--- config.mk ---
export PLATFORM = sky130hd
export DESIGN_NAME = tret_seq
export DESIGN_NICKNAME = d
export VERILOG_FILES = /design/src/rtl/tret_pkg.sv /design/src/rtl/tret_check.sv /design/src/rtl/tret_update.sv /design/src/rtl/tret_seq.sv
export SDC_FILE = /design/constraint.sdc
export NUM_CORES = 1
export LEC_CHECK = 0
export BUFFER_PORTS_ARGS = -buffer_cell sky130_fd_sc_hd__buf_2
export CAP_MARGIN = 40
export CORE_UTILIZATION = 50
export DETAILED_ROUTE_END_ITERATION = 10
export GPL_TIMING_DRIVEN = 0
export HOLD_SLACK_MARGIN = 0.12
export PLACE_DENSITY_LB_ADDON = 0.08
export SKIP_CTS_REPAIR_TIMING = 1
export SLEW_MARGIN = 20
export SYNTH_ARGS = -nofsm -noshare
export SYNTH_HDL_FRONTEND = slang
export SYNTH_SLANG_ARGS = --single-unit
--- constraint.sdc ---
create_clock -name clk_i -period 3.6 [get_ports clk_i]
set_input_delay 0.18 -clock clk_i [delete_from_list [all_inputs] [get_ports clk_i]]
set_output_delay 0.18 -clock clk_i [all_outputs]
set_load 0.005 [all_outputs]
--- src/rtl/tret_pkg.sv ---
package tret_pkg;

    localparam logic [1:0] LVL_U = 2'd0;
    localparam logic [1:0] LVL_S = 2'd1;
    localparam logic [1:0] LVL_M = 2'd3;

    localparam int CAUSE_MISALIGN = 0;
    localparam int CAUSE_ILLEGAL  = 2;
    localparam int CAUSE_VINSN    = 22;

    typedef enum logic [1:0] {
        ST_IDLE,
        ST_EVAL,
        ST_DONE,
        ST_FAULT
    } seq_state_e;

    typedef struct packed {
        logic       mie;
        logic       mpie;
        logic [1:0] mpp;
        logic       mpv;
        logic       sie;
        logic       spie;
        logic       spp;
        logic       spv;
    } stat_t;

endpackage

--- src/rtl/tret_check.sv ---
module tret_check
    import tret_pkg::*;
#(
    parameter int CAUSE_W = 5
) (
    input  logic               is_sret,
    input  logic [1:0]         priv,
    input  logic               virt,
    input  logic               has_c,
    input  logic               has_h,
    input  logic               tsr,
    input  logic               vtsr,
    input  logic [1:0]         tgt_lo,
    output logic               fault,
    output logic [CAUSE_W-1:0] cause
);

    localparam logic [CAUSE_W-1:0] C_ILL = CAUSE_W'(CAUSE_ILLEGAL);
    localparam logic [CAUSE_W-1:0] C_MIS = CAUSE_W'(CAUSE_MISALIGN);
    localparam logic [CAUSE_W-1:0] C_VI  = CAUSE_W'(CAUSE_VINSN);

    logic priv_bad;
    logic misal;
    logic tsr_bad;
    logic vtsr_bad;

    always_comb begin
        priv_bad = is_sret ? (priv < LVL_S) : (priv != LVL_M);
        misal    = !has_c && (tgt_lo != 2'b00);
        tsr_bad  = is_sret && tsr && (priv != LVL_M);
        vtsr_bad = is_sret && has_h && virt && vtsr;
        fault    = priv_bad || misal || tsr_bad || vtsr_bad;
        // priority: privilege, alignment, trap bit, virtual trap bit
        if (priv_bad)      cause = C_ILL;
        else if (misal)    cause = C_MIS;
        else if (tsr_bad)  cause = C_ILL;
        else if (vtsr_bad) cause = C_VI;
        else               cause = '0;
    end

endmodule

--- src/rtl/tret_update.sv ---
module tret_update
    import tret_pkg::*;
(
    input  logic       is_sret,
    input  logic [1:0] priv,
    input  logic       virt,
    input  logic       has_h,
    input  stat_t      st,
    output stat_t      nst,
    output logic [1:0] npriv,
    output logic       nvirt
);

    always_comb begin
        nst   = st;
        npriv = priv;
        nvirt = virt;
        if (!is_sret) begin
            npriv    = st.mpp;
            nst.mie  = st.mpie;
            nst.mpie = 1'b1;
            nst.mpp  = LVL_U;
            nst.mpv  = 1'b0;
            if (has_h) begin
                nvirt = st.mpv;
            end
        end else begin
            npriv    = {1'b0, st.spp};
            nst.sie  = st.spie;
            nst.spie = 1'b1;
            nst.spp  = 1'b0;
            if (has_h && !virt) begin
                nvirt   = st.spv;
                nst.spv = 1'b0;
            end
        end
    end

endmodule

--- src/rtl/tret_seq.sv ---
module tret_seq
    import tret_pkg::*;
#(
    parameter int XLEN    = 32,
    parameter int CAUSE_W = 5
) (
    input  logic               clk_i,
    input  logic               rst_ni,
    input  logic               req_i,
    input  logic               req_sret_i,
    input  logic [1:0]         priv_i,
    input  logic               virt_i,
    input  logic               has_c_i,
    input  logic               has_h_i,
    input  logic               tsr_i,
    input  logic               vtsr_i,
    input  logic               mie_i,
    input  logic               mpie_i,
    input  logic [1:0]         mpp_i,
    input  logic               mpv_i,
    input  logic               sie_i,
    input  logic               spie_i,
    input  logic               spp_i,
    input  logic               spv_i,
    input  logic [XLEN-1:0]    mepc_i,
    input  logic [XLEN-1:0]    sepc_i,
    output logic               done_o,
    output logic               exc_o,
    output logic [CAUSE_W-1:0] cause_o,
    output logic [1:0]         priv_o,
    output logic               virt_o,
    output logic               mie_o,
    output logic               mpie_o,
    output logic [1:0]         mpp_o,
    output logic               mpv_o,
    output logic               sie_o,
    output logic               spie_o,
    output logic               spp_o,
    output logic               spv_o,
    output logic [XLEN-1:0]    ret_pc_o
);

    seq_state_e state_q, state_d;

    // captured context
    logic            sret_q;
    logic [1:0]      priv_q;
    logic            virt_q;
    logic            hasc_q;
    logic            hash_q;
    logic            tsr_q;
    logic            vtsr_q;
    stat_t           st_q;
    logic [XLEN-1:0] tgt_q;

    // result registers
    stat_t              ost_q;
    logic [1:0]         opriv_q;
    logic               ovirt_q;
    logic [CAUSE_W-1:0] ocause_q;
    logic [XLEN-1:0]    opc_q;

    logic               chk_fault;
    logic [CAUSE_W-1:0] chk_cause;
    stat_t              upd_st;
    logic [1:0]         upd_priv;
    logic               upd_virt;

    tret_check #(.CAUSE_W(CAUSE_W)) u_check (
        .is_sret (sret_q),
        .priv    (priv_q),
        .virt    (virt_q),
        .has_c   (hasc_q),
        .has_h   (hash_q),
        .tsr     (tsr_q),
        .vtsr    (vtsr_q),
        .tgt_lo  (tgt_q[1:0]),
        .fault   (chk_fault),
        .cause   (chk_cause)
    );

    tret_update u_update (
        .is_sret (sret_q),
        .priv    (priv_q),
        .virt    (virt_q),
        .has_h   (hash_q),
        .st      (st_q),
        .nst     (upd_st),
        .npriv   (upd_priv),
        .nvirt   (upd_virt)
    );

    // state register
    always_ff @(posedge clk_i or negedge rst_ni) begin
        if (!rst_ni) state_q <= ST_IDLE;
        else         state_q <= state_d;
    end

    always_comb begin
        state_d = state_q;
        unique case (state_q)
            ST_IDLE:  if (req_i) state_d = ST_EVAL;
            ST_EVAL:  state_d = chk_fault ? ST_FAULT : ST_DONE;
            ST_DONE:  state_d = ST_IDLE;
            ST_FAULT: state_d = ST_IDLE;
            default:  state_d = ST_IDLE;
        endcase
    end

    // context capture on an accepted request
    always_ff @(posedge clk_i or negedge rst_ni) begin
        if (!rst_ni) begin
            sret_q <= 1'b0;
            priv_q <= LVL_M;
            virt_q <= 1'b0;
            hasc_q <= 1'b0;
            hash_q <= 1'b0;
            tsr_q  <= 1'b0;
            vtsr_q <= 1'b0;
            st_q   <= '0;
            tgt_q  <= '0;
        end else if (state_q == ST_IDLE && req_i) begin
            sret_q <= req_sret_i;
            priv_q <= priv_i;
            virt_q <= virt_i;
            hasc_q <= has_c_i;
            hash_q <= has_h_i;
            tsr_q  <= tsr_i;
            vtsr_q <= vtsr_i;
            st_q   <= '{mie: mie_i, mpie: mpie_i, mpp: mpp_i, mpv: mpv_i,
                        sie: sie_i, spie: spie_i, spp: spp_i, spv: spv_i};
            tgt_q  <= req_sret_i ? sepc_i : mepc_i;
        end
    end

    // result commit: all fields in one edge
    always_ff @(posedge clk_i or negedge rst_ni) begin
        if (!rst_ni) begin
            ost_q    <= '0;
            opriv_q  <= LVL_M;
            ovirt_q  <= 1'b0;
            ocause_q <= '0;
            opc_q    <= '0;
        end else if (state_q == ST_EVAL) begin
            opc_q <= tgt_q;
            if (chk_fault) begin
                ost_q    <= st_q;
                opriv_q  <= priv_q;
                ovirt_q  <= virt_q;
                ocause_q <= chk_cause;
            end else begin
                ost_q    <= upd_st;
                opriv_q  <= upd_priv;
                ovirt_q  <= upd_virt;
            end
        end
    end

    // outputs
    always_comb begin
        done_o   = (state_q == ST_DONE);
        exc_o    = (state_q == ST_FAULT);
        cause_o  = ocause_q;
        priv_o   = opriv_q;
        virt_o   = ovirt_q;
        mie_o    = ost_q.mie;
        mpie_o   = ost_q.mpie;
        mpp_o    = ost_q.mpp;
        mpv_o    = ost_q.mpv;
        sie_o    = ost_q.sie;
        spie_o   = ost_q.spie;
        spp_o    = ost_q.spp;
        spv_o    = ost_q.spv;
        ret_pc_o = opc_q;
    end

endmodule

-- After elaboration in Yosys (flattened, before gate mapping)
Cells that the tools add are included.
- register bits after elaboration: 100
- logic and storage cells: 71
- $lt $le $gt $ge: 1
- equal/unequal tests: 5
- mux-type cells: 19
- reduce and logical (&&, ||, !) cells: 17
- operator list (cell ; count):
    $mux 32 ; 1
    $mux 5 ; 5
    $mux 9 ; 1
    $logic_and 1x1->1 ; 8
    $mux 1 ; 7
    $mux 2 ; 3
    $pmux 2 s3 ; 1
    $eq 2x2->1 const B ; 2
    $mux 4 ; 1
    $ne 2x2->1 const B ; 2
    $logic_or 1x1->1 ; 3
    $eq 2x1->1 const B ; 1
    $logic_not 1->1 ; 2
    $logic_not 2->1 ; 1
    $lt 2x1->1 const B ; 1
    $reduce_and 2->1 ; 1
    $reduce_bool 2->1 ; 1
    $reduce_or 2->1 ; 1

-- Logic depth before layout (Yosys ltp)
- depth in word-level cells: 7
- mapped depth: 6

-- By module
A second synthesis with hierarchy kept.
- cell total of the unflattened synthesis: 296
- area total of the unflattened synthesis: 4594.4 sq um
- modules (own cells, without submodules) (module ; instances ; cells an instance ; area each (sq um) ; seq. area each (sq um)):
    tret_seq ; 1 ; 264 ; 4360.4 ; 2507.4
    tret_update ; 1 ; 17 ; 121.4 ; 0.0
    tret_check ; 1 ; 15 ; 112.6 ; 0.0

-- Least setup slack after synthesis
OpenSTA, ideal clock, no wires.
- kind: reg-to-reg
- start point: reg priv_q[1]
- end point: reg ovirt_q (netlist: virt_o)
- setup time: 0.082 ns
- arrival: 1.427 ns
- required time: 3.518 ns
- path slack: 2.091 ns
- cell stages (with the launch flop): 5
- path buffers: 0
- period minus slack after synthesis: 1.509 ns
- cell sequence: dfstp_2 > nand2_2 > a2111o_1 > a211o_1 > a31oi_1
- longest elaborated chain between the ends: 6
- elaborated cells between the ends (all ways): 8
- classes of those cells: order compare (1); eq/ne (1); mux (2); reduce/logical (4)
- RTL lines (what ; line ; text):
    start: declaration ; tret_seq.sv:47 ; logic [1:0] priv_q;
    start signal: assignment ; tret_seq.sv:124 ; priv_q <= priv_i;
    $lt 2x1->1 or $ne 2x2->1 (tied branches) ; tret_check.sv:28, tret_check.sv:30 ;
    $mux 1 ; tret_check.sv:28 ; priv_bad = is_sret ? (priv < LVL_S) : (priv != LVL_M);
    $logic_or 1x1->1 ; tret_check.sv:32 ; fault = priv_bad || misal || tsr_bad || vtsr_bad;
    $logic_or 1x1->1 (*) (2 in a row) ; tret_check.sv:32 ;
    $mux 1 (*) ; tret_seq.sv:146 ; if (chk_fault) begin
    end signal: assignment ; tret_seq.sv:149 ; ovirt_q <= virt_q;
    end signal: assignment ; tret_seq.sv:154 ; ovirt_q <= upd_virt;
    end: declaration ; tret_seq.sv:59 ; logic ovirt_q;
Mark *: on every way between the ends. The rest lies on a longest branch, timed or not.
A chain may end at the register's enable or synchronous reset.

-- Worst setup path in the final report
- start point: reg state_q[1]
- end point: reg tgt_q[18]
- longest elaborated chain between the ends: 2
- RTL lines (what ; line ; text):
    start: declaration ; tret_seq.sv:43 ; seq_state_e state_q, state_d;
    start signal: assignment ; tret_seq.sv:96 ; else state_q <= state_d;
    $logic_not 2->1 ; tret_seq.sv:122 ; end else if (state_q == ST_IDLE && req_i) begin
    $logic_and 1x1->1 ; tret_seq.sv:122 ;
    end signal: assignment ; tret_seq.sv:132 ; tgt_q <= req_sret_i ? sepc_i : mepc_i;
    end: declaration ; tret_seq.sv:54 ; logic [XLEN-1:0] tgt_q;
No other way between the ends.

==> metrics.md <==
| Metric | Value |
|---|---|
| Yosys reg bits | `97` |
| PortBufs | `between 100 and 150` |
| Total negative slack | `0 ns` |
| Clock latency on the worst-skew pair | `between 0.3 and 0.4 ns` |
| Core ar. | `0.00785 mm²` |
| Tcrit/Tclk final | `0.517` |
| YS warnings | `0` |
| Area Growth Syn to Fin | `29.2%` |
| Initial core utilization | `0.526` |
| Synth Instances | `around 410` |
| Area of the die | `0.00863 mm²` |
| Total track usage | `0.233` |
| Tightest Pin Transition | `about 0.6 ns` |
| First-pass GRT wire length | `about 15 mm` |
| Post-DP HPWL | `roughly 6.7 mm` |
| Num CTS Buffers | `9` |
| Maxcap violations | `0` |
| GRT overflow | `0` |
| DR pass1 iterations | `4` |
| Detailed-route wire length | `~9.7 mm` |
| RSZ-0062 raised after global routing | `no` |
| Min-delay worst type | `in -> reg` |
| Row count | `32` |
| Critical path class | `reg -> reg` |
| CP endpoint kind | `flip-flop` |
| CTS tree | `yes` |
| Number of global-route vias before repair | `about 3200` |
| Post-synth EDFFs | `0` |
| Final Hold Fails | `0` |
| Synthesized area | `approximately 0.0041 mm²` |
| Share of post-route cells with drive strength above 1 | `0.326` |
| Die Ht | `between 90 and 100 µm` |
| CTS root buf | `clkbuf_8` |
| Pwr Density | `just over 800 mW/mm²` |
| Die Wd | `approximately 93 µm` |
| Tot Pwr | `4.41 mW` |
| Fin nets | `roughly 650` |
| Sequential share of the synthesized area | `0.589` |
| Final ANT Viol Nets | `0` |
| Peak supply drop | `around 0.35 mV` |
| Endpoints failing setup | `0` |
| Io pins | `about 140` |
| Primary FF master, synth | `dfrtp_1` |
| Max Slew Vio Count | `0` |
| Clock sink count | `between 90 and 100` |
| Cell variety after synth | `36` |
| Syn avg cell area | `around 10 µm²` |
| Drt drc | `0` |
| CP max FO | `10` |
| Status | `finished clean` |
| Ranking of synthesized cells by area | `dfrtp_1 56%, nand2_1 11%, mux2i_1 8.2%, a21oi_1 4.2%, mux2_2 4.1%` |
| N_diodes | `0` |
| Clk_skew | `roughly 0.011 ns` |
| DRT iter0 DRCs | `~120` |
| Post-synth ARST share | `1.00` |
| Largest net degree at the start of global routing | `57` |
| H-tree levels | `3` |
| Top cell type's share of synthesized area | `0.563` |
| Slew headroom | `0.598` |
| Vias per cell | `5.03` |
| Commonest cells in the netlist | `119 x nand2_1, 93 x dfrtp_1, 35 x a21oi_1, 35 x nor2_1, 34 x mux2i_1` |
| Post-synth top area cell | `dfrtp_1` |
| Max clock buf depth | `2` |
| CP Launch Type | `flip-flop` |
| Antenna violations before repair | `0` |
| CTS clk-pin slew, worst paths | `around 0.090 ns` |
| Most common cell in the netlist | `nand2_1` |
| CP arrival | `between 2 and 2.5 ns` |
| Routed wire length per instance | `14.3 µm` |
| Worst path required time | `approximately 3.8 ns` |
| Leak | `about 2.7 nW` |
| Via Count | `3402` |
| Maximum clock frequency | `about 540 MHz` |
| Min cycle time layout | `1.86 ns` |
| Routability cong. | `0.844` |
[sequential cells by signal, summed over array words and instances, names as in the netlist, 2 cells and up]
register and cells:
state_q 2, mpp_o 2, priv_q 2, st_q 9, ret_pc_o 32, tgt_q 32
priv_o 2, cause_o 2
[layout make-up]
| class | instances | area (µm²) |
|---|---|---|
| multi-input combinational | 281 | 1560 |
| sequential | 97 | 2430 |
| tap | 102 | 128 |
| fill | 664 | 2510 |
| clock inverter | 4 | 53.8 |
| clock buffer | 11 | 141 |
| buffer | 27 | 129 |
| inverter | 3 | 11.3 |
| timing repair buffer | 151 | 880 |
[worst paths after layout]
path / slack [ns] / depth (start not counted) / from / to
min in group asynchronous: 0.29 / 2 / rst_ni / st_q[5]
worst min register to register: 0.47 / 2 / ret_pc_o[29] / ret_pc_o[29]
worst min-delay path: 0.12 / 3 / mepc_i[14] / tgt_q[14]
worst max-delay path: 1.74 / 4 / state_q[1] / tgt_q[18]
max in group asynchronous: 2.69 / 3 / rst_ni / priv_o[1]
worst max register to register: 1.74 / 4 / state_q[1] / tgt_q[18]
[critical path, cell delays in order (launching register included)]
cell	delay [ns]
dfrtp_1	0.43
nor3b_1	0.37
buf_2	0.35
clkbuf_1	0.45
a21oi_1	0.13
[per-layer routing]
layer	vias up	GRT usage	wire [µm]	share of wire
met4	0	0.112	216	0.022
li1	1661	-	-	-
met3	15	0.0402	460	0.048
met2	113	0.363	4680	0.48
met5	-	0	0	0
met1	1613	0.316	4320	0.45
[where the power goes]
group / internal (mW) / total (mW) / switching (mW) / leakage (nW)
clock: 0.338 / 0.704 / 0.366 / 0.0916
sequential: 1.65 / 1.97 / 0.318 / 1.13
combinational: 0.747 / 1.73 / 0.987 / 1.51
total: 2.74 / 4.41 / 1.67 / 2.73
[metrics by stage]
stage	instance area, µm²	hold slack, ns	cells	utilization	setup slack, ns
final	5340	0.116	676	0.680	1.74
after global routing	5340	0.123	676	0.680	1.63
after CTS	5150	-0.277	657	0.656	1.77
after detailed placement	4950	0.120	642	0.631	1.81
after global placement	4920	0.399	641	0.627	1.40
after floorplan	4130	-0.116	408	-	2.09
[layout by cell type (no fill, tap or decap), types with 2 or more instances in the layout]
cell type / Yosys / final
buf_2: 13 / 143
nand2_1: 119 / 119
dfrtp_1: 93 / 93
nor2_1: 35 / 35
a21oi_1: 35 / 35
mux2i_1: 34 / 34
dlygate4sd3_1: 0 / 19
mux2_2: 15 / 15
clkbuf_1: 11 / 12
o21ai_0: 11 / 11
clkbuf_8: 0 / 10
dfstp_2: 4 / 4
nor3b_1: 3 / 3
buf_4: 3 / 3
nor2b_1: 2 / 2
nand2b_1: 2 / 2
or2_2: 2 / 2
a31oi_1: 2 / 2
nand3_1: 2 / 2
inv_1: 2 / 2
nor4_1: 2 / 2
conb_1: 1 / 2
clkinvlp_4: 0 / 2
[cells by family (layout without fill, tap and decap cells)]
group / count (synthesis) / count (layout) / synth area share
muxes: 49 / 49 / 0.123
buffers and inverters: 30 / 196 / 0.0339
DFF: 97 / 97 / 0.589
other: 1 / 2 / 0.000908
AOI/OAI and AO/OA: 58 / 58 / 0.0845
and+or+nand+nor: 172 / 172 / 0.168
Note: power is estimated with default switching activity, not from simulation.
